===== src/rtl/gpio_evt_pkg.sv =====
package gpio_evt_pkg;
  localparam int MODE_LSB = 16;
  localparam int MODE_W   = 4;
  localparam int FLAG_BIT = 24;
  localparam int STAT_OFS = 'hA0;

  typedef enum logic [MODE_W-1:0] {
    TRG_OFF      = 4'd0,
    TRG_DMA_RISE = 4'd1,
    TRG_DMA_FALL = 4'd2,
    TRG_DMA_ANY  = 4'd3,
    TRG_INT_LOW  = 4'd8,
    TRG_INT_RISE = 4'd9,
    TRG_INT_FALL = 4'd10,
    TRG_INT_ANY  = 4'd11,
    TRG_INT_HIGH = 4'd12
  } trig_e;

  function automatic logic trig_is_dma(input logic [MODE_W-1:0] m);
    return (m == TRG_DMA_RISE) || (m == TRG_DMA_FALL) || (m == TRG_DMA_ANY);
  endfunction

  function automatic logic trig_is_int(input logic [MODE_W-1:0] m);
    return (m >= TRG_INT_LOW) && (m <= TRG_INT_HIGH);
  endfunction

  // event condition for one pin given current and previous synchronized value
  function automatic logic trig_hit(input logic [MODE_W-1:0] m,
                                    input logic cur, input logic prv);
    logic rise, fall;
    rise = cur & ~prv;
    fall = ~cur & prv;
    case (m)
      TRG_DMA_RISE, TRG_INT_RISE: return rise;
      TRG_DMA_FALL, TRG_INT_FALL: return fall;
      TRG_DMA_ANY,  TRG_INT_ANY:  return rise | fall;
      TRG_INT_LOW:                return ~cur;
      TRG_INT_HIGH:               return cur;
      default:                    return 1'b0;
    endcase
  endfunction
endpackage


===== src/rtl/gpio_evt_sync.sv =====
module gpio_evt_sync #(
  parameter int W = 32
) (
  input  logic         clk,
  input  logic         rst,
  input  logic [W-1:0] raw,
  output logic [W-1:0] cur,
  output logic [W-1:0] prv
);
  logic [W-1:0] meta_q, sync_q, last_q;

  always_ff @(posedge clk) begin
    if (rst) begin
      meta_q <= '0;
      sync_q <= '0;
      last_q <= '0;
    end else begin
      meta_q <= raw;
      sync_q <= meta_q;
      last_q <= sync_q;
    end
  end

  assign cur = sync_q;
  assign prv = last_q;
endmodule


===== src/rtl/gpio_evt_cell.sv =====
module gpio_evt_cell
  import gpio_evt_pkg::*;
(
  input  logic              clk,
  input  logic              rst,
  input  logic              cur,
  input  logic              prv,
  input  logic              mode_we,
  input  logic [MODE_W-1:0] mode_wr,
  input  logic              clr,
  output logic [MODE_W-1:0] mode_q,
  output logic              flag_q
);
  logic hit;

  assign hit = trig_hit(mode_q, cur, prv);

  always_ff @(posedge clk) begin
    if (rst) begin
      mode_q <= '0;
      flag_q <= 1'b0;
    end else begin
      if (mode_we) mode_q <= mode_wr;
      flag_q <= hit | (flag_q & ~clr);
    end
  end
endmodule


===== src/rtl/gpio_evt_ctrl.sv =====
module gpio_evt_ctrl
  import gpio_evt_pkg::*;
#(
  parameter int NPINS = 32,
  parameter int AW    = 12,
  parameter int DW    = 32
) (
  input  logic          clk,
  input  logic          rst,
  input  logic [AW-1:0] bus_addr,
  input  logic          bus_we,
  input  logic [DW-1:0] bus_wdata,
  output logic [DW-1:0] bus_rdata,
  input  logic [NPINS-1:0] pin_in,
  output logic          irq_o,
  output logic          dma_req_o
);
  localparam int IW = (NPINS > 1) ? $clog2(NPINS) : 1;
  localparam logic [AW-1:0] CTRL_END = AW'(4 * NPINS);
  localparam logic [AW-1:0] STAT_A   = AW'(STAT_OFS);

  logic [NPINS-1:0]             pin_cur, pin_prv;
  logic [NPINS-1:0]             flag_q;
  logic [NPINS-1:0][MODE_W-1:0] mode_q;
  logic [NPINS-1:0]             int_vec, dma_vec;
  logic                         in_ctrl, sta_hit;
  logic [IW-1:0]                idx;
  logic [DW-1:0]                rdata_d;

  gpio_evt_sync #(.W(NPINS)) u_sync (
    .clk (clk),
    .rst (rst),
    .raw (pin_in),
    .cur (pin_cur),
    .prv (pin_prv)
  );

  assign in_ctrl = (bus_addr < CTRL_END) && (bus_addr[1:0] == 2'b00);
  assign sta_hit = (bus_addr == STAT_A);
  assign idx     = bus_addr[IW+1:2];

  for (genvar i = 0; i < NPINS; i++) begin : g_pin
    logic sel, clr;
    assign sel = bus_we && in_ctrl && (idx == IW'(i));
    assign clr = (sel && bus_wdata[FLAG_BIT]) || (bus_we && sta_hit && bus_wdata[i]);

    gpio_evt_cell u_cell (
      .clk     (clk),
      .rst     (rst),
      .cur     (pin_cur[i]),
      .prv     (pin_prv[i]),
      .mode_we (sel),
      .mode_wr (bus_wdata[MODE_LSB +: MODE_W]),
      .clr     (clr),
      .mode_q  (mode_q[i]),
      .flag_q  (flag_q[i])
    );

    assign int_vec[i] = flag_q[i] & trig_is_int(mode_q[i]);
    assign dma_vec[i] = flag_q[i] & trig_is_dma(mode_q[i]);
  end

  always_comb begin
    rdata_d = '0;
    if (in_ctrl) begin
      rdata_d[MODE_LSB +: MODE_W] = mode_q[idx];
      rdata_d[FLAG_BIT]           = flag_q[idx];
    end else if (sta_hit) begin
      rdata_d[NPINS-1:0] = flag_q;
    end
  end

  always_ff @(posedge clk) begin
    if (rst) begin
      bus_rdata <= '0;
      irq_o     <= 1'b0;
      dma_req_o <= 1'b0;
    end else begin
      bus_rdata <= rdata_d;
      irq_o     <= |int_vec;
      dma_req_o <= |dma_vec;
    end
  end
endmodule


===== config.mk =====
export PLATFORM = sky130hd
export DESIGN_NAME = gpio_evt_ctrl
export DESIGN_NICKNAME = d
export VERILOG_FILES = /design/src/rtl/gpio_evt_pkg.sv /design/src/rtl/gpio_evt_sync.sv /design/src/rtl/gpio_evt_cell.sv /design/src/rtl/gpio_evt_ctrl.sv
export SDC_FILE = /design/constraint.sdc
export NUM_CORES = 1
export LEC_CHECK = 0
export BUFFER_PORTS_ARGS = -buffer_cell sky130_fd_sc_hd__clkbuf_2
export CORE_ASPECT_RATIO = 1.4
export CORE_MARGIN = 5
export CORE_UTILIZATION = 35
export CTS_CLUSTER_SIZE = 10
export DETAILED_ROUTE_END_ITERATION = 10
export GPL_TIMING_DRIVEN = 0
export PLACE_DENSITY = 0.52
export RECOVER_POWER = 100
export SYNTH_ARGS = -nofsm -noshare
export SYNTH_HDL_FRONTEND = slang
export SYNTH_SLANG_ARGS = --single-unit

===== constraint.sdc =====
create_clock -name clk -period 2 [get_ports clk]
set_input_delay 0.2 -clock clk [delete_from_list [all_inputs] [get_ports clk]]
set_output_delay 0.2 -clock clk [all_outputs]
set_load 0.01 [all_outputs]

==> results of run 1 <==
-- how the worst max path moves through the flow --
| stage | endpoint | slack (ns) | cells after the start |
|---|---|---|---|
| floorplan | g_pin[30].u_cell.flag_q$_SDFF_PP0_ | -0.07 | 7 |
| global placement | g_pin[12].u_cell.flag_q$_SDFF_PP0_ | -1.06 | 8 |
| detailed placement | g_pin[12].u_cell.flag_q$_SDFF_PP0_ | -1.10 | 8 |
| CTS | g_pin[3].u_cell.mode_q[0]$_SDFFE_PP0P_ | -0.03 | 6 |
| global route | g_pin[7].u_cell.mode_q[0]$_SDFFE_PP0P_ | -0.02 | 6 |
| finish | bus_rdata[19]$_SDFF_PP0_ | -0.01 | 8 |
-- per-layer routing --
metal | track usage | up-vias | wire [um]
li1 | - | 5955 | -
met1 | 0.279 | 6193 | 21600
met2 | 0.422 | 523 | 27900
met3 | 0.0366 | 176 | 3200
met4 | 0.138 | 0 | 4030
met5 | 0 | - | 0
-- metrics by stage --
step	hold slack [ns]	instance area (um2)	worst slack (ns)
global route	0.0396	17200	-0.0193
detailed placement	0.414	15700	-1.10
floorplan	0.328	14500	-0.0657
global placement	0.407	15700	-1.06
finish	0.0231	17200	-0.0100
CTS	0.00241	17200	-0.0261
-- tightest hold or removal path: stages --
cell and delay, ns:
clkbuf_2 0.11, a221o_1 0.14, a21oi_1 0.06
-- kinds of logic (layout without fill, tap and decap cells) --
family / count (synthesis) / count (layout) / synth area share
simple gates: 593 / 593 / 0.232
flops: 290 / 290 / 0.401
fa+ha+maj: 64 / 64 / 0.0553
compound gates: 292 / 292 / 0.118
mux: 139 / 139 / 0.126
xor+xnor: 31 / 31 / 0.0188
buf+inv: 173 / 370 / 0.0486
other cells: 0 / 1 / 0
-- what timing repair did --
item                                    CTS  global route
hold buffers                             35             0
gates resized for setup                  26            24
endpoints found under the setup margin   90            84
hold endpoints to repair                 35             0
pin swaps                                 2             6
buffers inserted                          6             5
cloned                                    1             0
-- state kept, by name, indices dropped and copies added, names as in the netlist --
name	count
g_pin.u_cell.mode_q	128
bus_rdata	32
g_pin.u_cell.flag_q	32
u_sync.cur	32
u_sync.meta_q	32
u_sync.prv	32
dma_req_o	1
irq_o	1
-- layout make-up --
type | instances | area, um2 | share of cell area
antenna | 1 | 2.50 | 0.000145
buffer | 95 | 469 | 0.0273
clock buffer | 43 | 958 | 0.0557
clock inverter | 1 | 5.00 | 0.000291
inverter | 78 | 293 | 0.0170
multi-input combinational | 1119 | 8060 | 0.468
sequential | 290 | 5810 | 0.337
tap | 540 | 676 | 0.0393
timing repair buffer | 153 | 936 | 0.0544
-- cell usage after synthesis (4+ instances only) --
library cell	number
nand4_1	11
buf_1	7
clkbuf_1	69
mux2i_1	103
a22oi_1	7
xnor2_1	31
o211ai_1	12
mux4_2	35
nor2_1	164
buf_6	4
a31oi_1	29
o21ai_0	88
nor4_4	11
a21oi_1	114
nand3b_1	32
and2_1	21
nor4_2	6
dfxtp_1	290
o221ai_1	4
nor3_1	8
a32oi_1	17
nor2b_1	128
buf_2	13
a221o_1	6
nor4b_1	17
nor4_1	22
nand2_1	81
ha_1	64
inv_1	78
nand3_1	66
-- where the power goes --
part           internal, uW  leakage, uW  total (uW)  switching (uW)
logic                   290      0.00319         850             559
registers              5860      0.00235        5900            44.7
clock network          3320     0.000473        5760            2440
total                  9470      0.00602       12500            3050
-- cells in the final DEF, fill, tap and decap left out, types with 7 or more instances in the layout --
cell,instances
mux4_2,35
a21oi_1,114
o21ai_0,88
clkbuf_16,37
nor4_1,21
dfxtp_1,290
ha_1,64
nand4_1,11
clkbuf_2,91
nor4b_1,13
xnor2_1,31
clkbuf_1,99
nand3b_1,32
nand2_1,81
buf_4,7
nor2b_1,128
nor3_1,8
o211ai_1,12
dlygate4sd3_1,35
nand3_1,66
and2_1,16
nor2_1,163
a22oi_1,7
a32oi_1,17
inv_1,78
nor4_4,14
mux2i_1,101
buf_6,9
a31oi_1,29
==> impl_metrics.json, run 1 <==
{
  "drt_first_pass_iters": 6,
  "route.detailed.drc": 0,
  "ir_drop_mv": 0.532,
  "path_buf_inv": 3,
  "clock_sinks": 290,
  "critical_path.endpoint_type": "flip-flop",
  "r2r_start": "g_pin[13].u_cell.mode_q[0]$_SDFFE_PP0P_",
  "wl_per_cell_um": 24.4,
  "drtIter0Drc": 908,
  "r2r-end": "dma_req_o$_SDFF_PP0_",
  "grt_max_degree": 11,
  "syn_area_um2": 14500,
  "totalWireLength_mm": 56.7,
  "initial_core_util": 0.352,
  "fill_cells": 4118,
  "cp-start-kind": "primary input",
  "cp_slowest_cell": "buf_1",
  "clock_latency_ns": 0.53,
  "grt.overflow.total": 0,
  "synthDistinctLibCells": 56,
  "worstPathMaxFanout": 10,
  "hp-class": "in -> reg",
  "viasPerCell": 5.54,
  "slowest_delay_ns": 0.54,
  "synth-async-reset-ratio": 0,
  "final_max_slew_viol_count": 0,
  "clk_pin_slew_ns": 0.06,
  "tightestPinTransition_ns": 1.09,
  "rsz0062_at_grt": "yes",
  "cp_cell_sequence": "clkbuf_2, buf_1, clkbuf_2, mux4_2, a22oi_1, nand3_1, o211ai_1, nand2_1",
  "post-place-cells": 2228,
  "violations": "negative setup slack",
  "synth_edf_count": 0,
  "maxSlewHeadroom": 0.264,
  "grtUsageTotal": 0.241,
  "avgSynthCellArea_um2": 9.15,
  "grt_pass1_wl_mm": 82.6,
  "cts_buffer_depth": 3,
  "clockRootBuffer": "clkbuf_16",
  "final-instance-count-excl-fill": 2320,
  "synthTopCellsByArea": "dfxtp_1 40%, mux2i_1 7.1%, ha_1 5.5%",
  "critPathKind": "in -> reg",
  "dr_total_vias": 12800,
  "numCtsBuffers": 35,
  "synth_nets": 1725,
  "fin_crit_sh": 1.00,
  "setup_viol": 1,
  "die_area_um2": 45600,
  "p_per_area_nw_per_um2": 728,
  "cts_tree": "yes",
  "finalHoldViolCount": 0,
  "io_pins": 113,
  "core-area_um2": 41100,
  "yosysWarningCount": 0,
  "crit_family": "buffers and inverters",
  "maxCapViolCount": 0,
  "worstPathRequired_ns": 2.36,
  "ys.flop_type": "dfxtp_1",
  "gp_congestion": 1.03,
  "ant_nets": 0,
  "worst_slack_ns": -0.0100,
  "status": "finished with violations",
  "clock.fmax_ghz": 0.498,
  "p_total_uw": 12500,
  "seq_area_frac_synth": 0.401,
  "grt_pass1_vias": 12600,
  "htreeDepth": 2,
  "period_needed_ns": 2.01,
  "synthCells": 1582,
  "die-width_um": 182,
  "netlist.area_leader.share": 0.401,
  "hp-start": "bus_wdata[11]",
  "finish.utilization": 0.419,
  "antenna_found_initial": 1,
  "path_common_cell": "clkbuf_2",
  "r2r_cells": 5,
  "p_leak_uw": 0.00602,
  "whs_endpoint": "g_pin[11].u_cell.flag_q$_SDFF_PP0_",
  "area_delta_synth_final_pct": 18.8,
  "synth_top_area_cell": "dfxtp_1",
  "hold_depth": 3,
  "ys_seq_elements": 290,
  "num_rows": 88,
  "finalSetupTns_ns": -0.0100,
  "port_buffers": 106,
  "final_nets": 1915,
  "hpwlAfterDp_mm": 42.8,
  "cp_data_arrival_time_ns": 2.37,
  "startpoint": "bus_addr[4]",
  "r2r_setup_slack_ns": 0.02,
  "die_h_um": 251,
  "finClkSkew_ns": 0.0188,
  "drive_gt1_frac": 0.129
}
Note: power is estimated with default switching activity, not from simulation.
==> run 2, diff against run 1 <==
--- a/config.mk
+++ b/config.mk
@@ -5,14 +5,14 @@
 export SDC_FILE = /design/constraint.sdc
 export NUM_CORES = 1
 export LEC_CHECK = 0
-export BUFFER_PORTS_ARGS = -buffer_cell sky130_fd_sc_hd__clkbuf_2
 export CORE_ASPECT_RATIO = 1.4
 export CORE_MARGIN = 5
 export CORE_UTILIZATION = 35
 export CTS_CLUSTER_SIZE = 10
 export DETAILED_ROUTE_END_ITERATION = 10
+export DONT_BUFFER_PORTS = 1
 export GPL_TIMING_DRIVEN = 0
-export PLACE_DENSITY = 0.52
+export PLACE_DENSITY = 0.5
 export RECOVER_POWER = 100
 export SYNTH_ARGS = -nofsm -noshare
 export SYNTH_HDL_FRONTEND = slang
==> impl_metrics.json, run 2 (same netlist as run 1, synthesis figures left out) <==
{
  "rsz0062_at_grt": "yes",
  "core-area_um2": 41100,
  "r2r-end": "dma_req_o$_SDFF_PP0_",
  "final_common_cell": "dfxtp_1",
  "cp_cell_sequence": "or4_1, clkbuf_1, buf_6, clkbuf_4, nor4_2, a21boi_0, a22o_1",
  "clk_pin_slew_ns": 0.05,
  "maxCapViolCount": 0,
  "fill_cells": 4139,
  "mostFrequentLayoutCells": "290 x dfxtp_1, 161 x nor2_1, 128 x nor2b_1",
  "num_antenna_cells": 0,
  "clock.fmax_ghz": 0.474,
  "grt_pass1_vias": 12400,
  "ir_drop_mv": 0.631,
  "final_nets": 1826,
  "whs_endpoint": "bus_rdata[16]$_SDFF_PP0_",
  "drive_gt1_frac": 0.0844,
  "drt_first_pass_iters": 5,
  "p_leak_uw": 0.00573,
  "grt.overflow.total": 0,
  "cts_buffer_depth": 3,
  "grtUsageTotal": 0.242,
  "grt_max_degree": 11,
  "hold_ws_ns": 0.0292,
  "route.detailed.drc": 0,
  "cp_data_arrival_time_ns": 2.54,
  "maxSlewHeadroom": 0.300,
  "top_register": "g_pin.u_cell.mode_q",
  "die_area_um2": 45600,
  "period_needed_ns": 2.11,
  "hold_depth": 3,
  "hpwlAfterDp_mm": 42.9,
  "num_rows": 88,
  "finalHoldViolCount": 0,
  "cp-start-kind": "primary input",
  "setup_viol": 34,
  "wl_per_cell_um": 25.4,
  "seq_area_um2": 5810,
  "clock_sinks": 290,
  "viasPerCell": 5.58,
  "path_buf_inv": 3,
  "status": "finished with violations",
  "initial_core_util": 0.352,
  "worstPathRequired_ns": 2.43,
  "fin_crit_sh": 1.05,
  "worst_slack_ns": -0.108,
  "numCtsBuffers": 36,
  "cts_tree": "yes",
  "violations": "negative setup slack",
  "r2r_cells": 5,
  "port_buffers": 0,
  "startpoint": "bus_addr[11]",
  "finish.utilization": 0.411,
  "ant_nets": 0,
  "drtIter0Drc": 910,
  "gp_congestion": 0.952,
  "antenna_found_initial": 0,
  "die-width_um": 182,
  "dr_total_vias": 12500,
  "hp-class": "in -> reg",
  "clock_latency_ns": 0.52,
  "slowest_delay_ns": 0.51,
  "die_h_um": 251,
  "area_delta_synth_final_pct": 16.7,
  "htreeDepth": 2,
  "largest_reg_flops": 128,
  "final_max_slew_viol_count": 0,
  "p_per_area_nw_per_um2": 748,
  "critical_path.endpoint_type": "flip-flop",
  "hp-start": "rst",
  "crit_family": "simple AND/OR/NAND/NOR gates",
  "finClkSkew_ns": 0.0128,
  "clockRootBuffer": "clkbuf_16",
  "grt_pass1_wl_mm": 82.8,
  "multiInputGateArea_um2": 8040,
  "cp_slowest_cell": "or4_1",
  "r2r_setup_slack_ns": 0.06,
  "critPathKind": "in -> reg",
  "io_pins": 113,
  "worstPathMaxFanout": 10,
  "totalWireLength_mm": 56.7,
  "tightestPinTransition_ns": 1.05,
  "r2r_start": "g_pin[2].u_cell.mode_q[1]$_SDFFE_PP0P_"
}
## run 2: repair_timing
action                                  4_1_cts  5_1_grt
pin swaps                                     1        1
gates resized for setup                      21        1
endpoints found under the setup margin       70       20
cloned                                        0        0
endpoints found under the hold margin        63        0
hold buffers                                 60        0
buffers inserted                              3        0
## run 2: layout make-up
cell class              count  share of cell area
well taps                 540              0.0400
flip-flops and latches    290               0.344
clock inverters             2             0.00207
clock buffers              48              0.0584
repair buffers             63              0.0367
plain buffers              95              0.0259
multi-input cells        1119               0.476
inverters                  78              0.0173
## run 2: routing by layer
layer	vias up	global-route usage	share of wire
met5	-	0	0
met4	0	0.133	0.065
met3	132	0.0392	0.058
met2	479	0.427	0.50
met1	6078	0.278	0.38
li1	5777	-	-
## run 2: per-stage QoR
| step | setup TNS, ns | power [uW] | setup WS, ns | cell area (um2) | cells |
|---|---|---|---|---|---|
| final | -1.40 | 12600 | -0.108 | 16900 | 2235 |
| after global routing | -9.12 | 13100 | -0.202 | 16900 | 2235 |
| after CTS | -0.126 | 12800 | -0.0315 | 16900 | 2235 |
| after detailed placement | -88.59 | 6720 | -1.00 | 15200 | 2122 |
| after global placement | -88.44 | 6710 | -1.00 | 15200 | 2122 |
| after floorplan | -1.47 | 6440 | -0.0657 | 14500 | 1582 |
## run 2: how the worst max path moves through the flow
stage,endpoint,slack (ns),cells after the start
after floorplan,g_pin[30].u_cell.flag_q$_SDFF_PP0_,-0.07,7
after global placement,g_pin[10].u_cell.flag_q$_SDFF_PP0_,-1.0,8
after detailed placement,g_pin[14].u_cell.flag_q$_SDFF_PP0_,-1.00,8
after CTS,g_pin[3].u_cell.mode_q[0]$_SDFFE_PP0P_,-0.03,6
after global routing,g_pin[7].u_cell.mode_q[0]$_SDFFE_PP0P_,-0.20,6
final,bus_rdata[18]$_SDFF_PP0_,-0.11,7
## run 2: worst register-to-register path, stage by stage, from the launching register on
cell,delay [ns]
dfxtp_1,0.46
nor2_1,0.09
nor4b_1,0.65
a21oi_1,0.30
nand4_1,0.16
o31a_1,0.21
## run 2: power by group
part	switching (uW)	leakage [uW]	total [uW]	internal [uW]
clock network	2410	0.000499	5930	3530
registers	44.4	0.00235	5900	5860
logic	526	0.00288	795	269
==> run 3, diff against run 2 <==
--- a/config.mk
+++ b/config.mk
@@ -12,8 +12,9 @@
 export DETAILED_ROUTE_END_ITERATION = 10
 export DONT_BUFFER_PORTS = 1
 export GPL_TIMING_DRIVEN = 0
-export PLACE_DENSITY = 0.5
+export PLACE_DENSITY_LB_ADDON = 0.25
 export RECOVER_POWER = 100
 export SYNTH_ARGS = -nofsm -noshare
 export SYNTH_HDL_FRONTEND = slang
+export SYNTH_HIERARCHICAL = 1
 export SYNTH_SLANG_ARGS = --single-unit
==> impl_metrics.json, run 3 <==
{
  "pwr-share-comb": 0.053,
  "netlist.area_leader.share": 0.378,
  "worstPathRequired_ns": 2.39,
  "synth-async-reset-ratio": 0,
  "switchingPower_uw": 2800,
  "final_nets": 1722,
  "clock_sinks": 290,
  "totalWireLength_mm": 49.4,
  "setup_viol": 0,
  "fin_crit_sh": 0.985,
  "finalHoldViolCount": 75,
  "hp-class": "in -> reg",
  "tightestPinTransition_ns": 0.944,
  "hpwlAfterDp_mm": 35.3,
  "critPathKind": "reg -> reg",
  "ys_top_cells_by_count": "290 x dfxtp_1, 200 x nor2_1, 140 x mux2i_1",
  "fill_cells": 4287,
  "antenna_found_initial": 3,
  "grtUsageMet2": 0.347,
  "ir_drop_mv": 0.555,
  "p_int_uw": 9540,
  "synthDistinctLibCells": 56,
  "worstPathMaxFanout": 5,
  "synthCells": 1502,
  "die_h_um": 258,
  "cp_data_arrival_time_ns": 2.37,
  "synth_nets": 1645,
  "critical_path.endpoint_type": "flip-flop",
  "yosysMostFrequentCell": "dfxtp_1",
  "p_leak_uw": 0.00616,
  "num_rows": 90,
  "clock.fmax_ghz": 0.507,
  "finalSetupTns_ns": 0,
  "clockRootBuffer": "clkbuf_16",
  "finClkSkew_ns": 0.0239,
  "hold_ws_ns": -0.210,
  "synth_edf_count": 0,
  "ys_seq_elements": 290,
  "p_seq_frac": 0.478,
  "status": "finished with violations",
  "grt.overflow.total": 0,
  "worst_slack_ns": 0.0292,
  "top_register": "g_pin.u_cell/mode_q",
  "grt_pass1_vias": 11700,
  "area_delta_synth_final_pct": 13.8,
  "core-area_um2": 43200,
  "avgSynthCellArea_um2": 10.2,
  "dr_total_vias": 11500,
  "cp_cell_sequence": "mux4_2, mux4_2, nor2_1, a211oi_1, a21o_1",
  "clock_latency_ns": 0.54,
  "wl_per_cell_um": 23.1,
  "synth_top_area_cell": "dfxtp_1",
  "maxCapViolCount": 0,
  "drive_gt1_frac": 0.161,
  "period_needed_ns": 1.97,
  "largest_reg_flops": 128,
  "violations": "negative hold slack",
  "slowest_delay_ns": 0.53,
  "grt.busiest_layer": "met2",
  "cts_tree": "yes",
  "seq_area_frac_synth": 0.378,
  "viasPerCell": 5.39,
  "grtUsageTotal": 0.198,
  "grt_max_degree": 171,
  "initial_core_util": 0.355,
  "grt_pass1_wl_mm": 73.6,
  "yosysWarningCount": 6,
  "die-width_um": 187,
  "cp_slowest_cell": "mux4_2",
  "ys.flop_type": "dfxtp_1",
  "dp_worst_setup_slack_ns": -1.16,
  "drt_first_pass_iters": 5,
  "clkPwrFrac": 0.469,
  "path_common_cell": "mux4_2",
  "synthTopCellsByArea": "dfxtp_1 38%, mux2i_1 9.1%, ha_1 5.2%",
  "maxSlewHeadroom": 0.370,
  "p_sw_frac": 0.227,
  "io_pins": 113,
  "clk_pin_slew_ns": 0.05,
  "route.detailed.drc": 0,
  "syn_area_um2": 15300,
  "final_max_slew_viol_count": 0,
  "grtUsageMet3": 0.0363,
  "htreeDepth": 2,
  "die_area_um2": 48200,
  "grt_util_met1": 0.232,
  "mostFrequentLayoutCells": "282 x dfxtp_1, 199 x nor2_1, 140 x mux2i_1",
  "numCtsBuffers": 35,
  "cp-start-kind": "flip-flop",
  "port_buffers": 0,
  "p_per_area_nw_per_um2": 706,
  "gp_congestion": 0.973,
  "drtIter0Drc": 839,
  "cts_buffer_depth": 3,
  "ant_nets": 0,
  "hold_depth": 1,
  "final_common_cell": "dfxtp_1",
  "r2r_cells": 5
}
[run 3: cell types whose count changed after synthesis, sizes merged, moves of 32 or more]
cell,change
a211oi,+32
a21oi,-108
a41o,+32
mux2,+36
mux2i,+37
nand2,-61
nand2b,+94
nor2,+37
nor3b,+63
nor4,-35
o21ai,-57
xor2,+32
[run 3: cells by family (layout without fill, tap and decap cells)]
family | Yosys count | count (layout) | share of synthesized area
multiplexers | 214 | 214 | 0.175
XOR/XNOR | 32 | 32 | 0.0183
other | 0 | 2 | 0
buffers and inverters | 137 | 221 | 0.0426
adder cells (fa/ha/maj) | 64 | 64 | 0.0522
flip-flops | 290 | 290 | 0.378
AO/OA/AOI/OAI | 185 | 185 | 0.104
AND/OR/NAND/NOR | 580 | 580 | 0.230
[run 3: metal layers]
| layer | vias up | share of wire |
|---|---|---|
| met5 | - | 0.00026 |
| met1 | 5642 | 0.40 |
| li1 | 5434 | - |
| met2 | 334 | 0.50 |
| met3 | 113 | 0.053 |
| met4 | 2 | 0.052 |
[run 3: repair_timing]
item,in CTS,in global routing
hold endpoints to repair,194,132
pin swaps,2,0
gates resized for setup,6,26
setup endpoints to repair,89,90
hold buffers,36,4
buffers inserted,2,0
[run 3: final cells by class]
type	count	area, um2	area share
timing repair buffer	42	453	0.0259
clock buffer	41	930	0.0532
multi-input combinational	1075	8890	0.509
clock inverter	3	55.1	0.00315
tap	552	691	0.0395
inverter	66	248	0.0142
antenna	2	5.00	0.000287
buffer	69	377	0.0216
sequential	290	5820	0.333
[run 3: worst paths after layout]
kind                                                    startpoint                                      to  slack, ns
worst min-delay path                                           rst  g_pin[6].u_cell/mode_q[1]$_SDFFE_PP0P_      -0.21
worst max register to register  g_pin[11].u_cell/flag_q$_SDFF_PP0_                bus_rdata[24]$_SDFF_PP0_       0.03
worst max-delay path            g_pin[11].u_cell/flag_q$_SDFF_PP0_                bus_rdata[24]$_SDFF_PP0_       0.03
worst min register to register        u_sync/meta_q[22]$_SDFF_PP0_               u_sync/cur[22]$_SDFF_PP0_       0.43
[run 3: stage by stage]
step / std cells / power (uW) / instance area (um2) / utilization
5_1_grt: 2139 / 12800 / 17500 / 0.404
2_1_floorplan: 1502 / 6420 / 15400 / -
6_report: 2140 / 12300 / 17500 / 0.404
4_1_cts: 2135 / 12500 / 17400 / 0.403
3_3_place_gp: 2054 / 6540 / 16100 / 0.371
3_5_place_dp: 2054 / 6560 / 16100 / 0.371
[run 3: power groups by stage]
stage | logic [uW] | registers [uW] | clock network (uW)
CTS | 581 | 5900 | 5970
finish | 648 | 5900 | 5790
global route | 702 | 5910 | 6160
detailed placement | 529 | 6030 | 0
floorplan | 409 | 6010 | 0
global placement | 518 | 6030 | 0
[run 3: critical path: cells and delay by family (launching register included)]
family | cells | cell delay [ns]
muxes | 2 | 1.05
and+or+nand+nor | 1 | 0.13
DFF | 1 | 0.39
AOI/OAI and AO/OA | 2 | 0.27
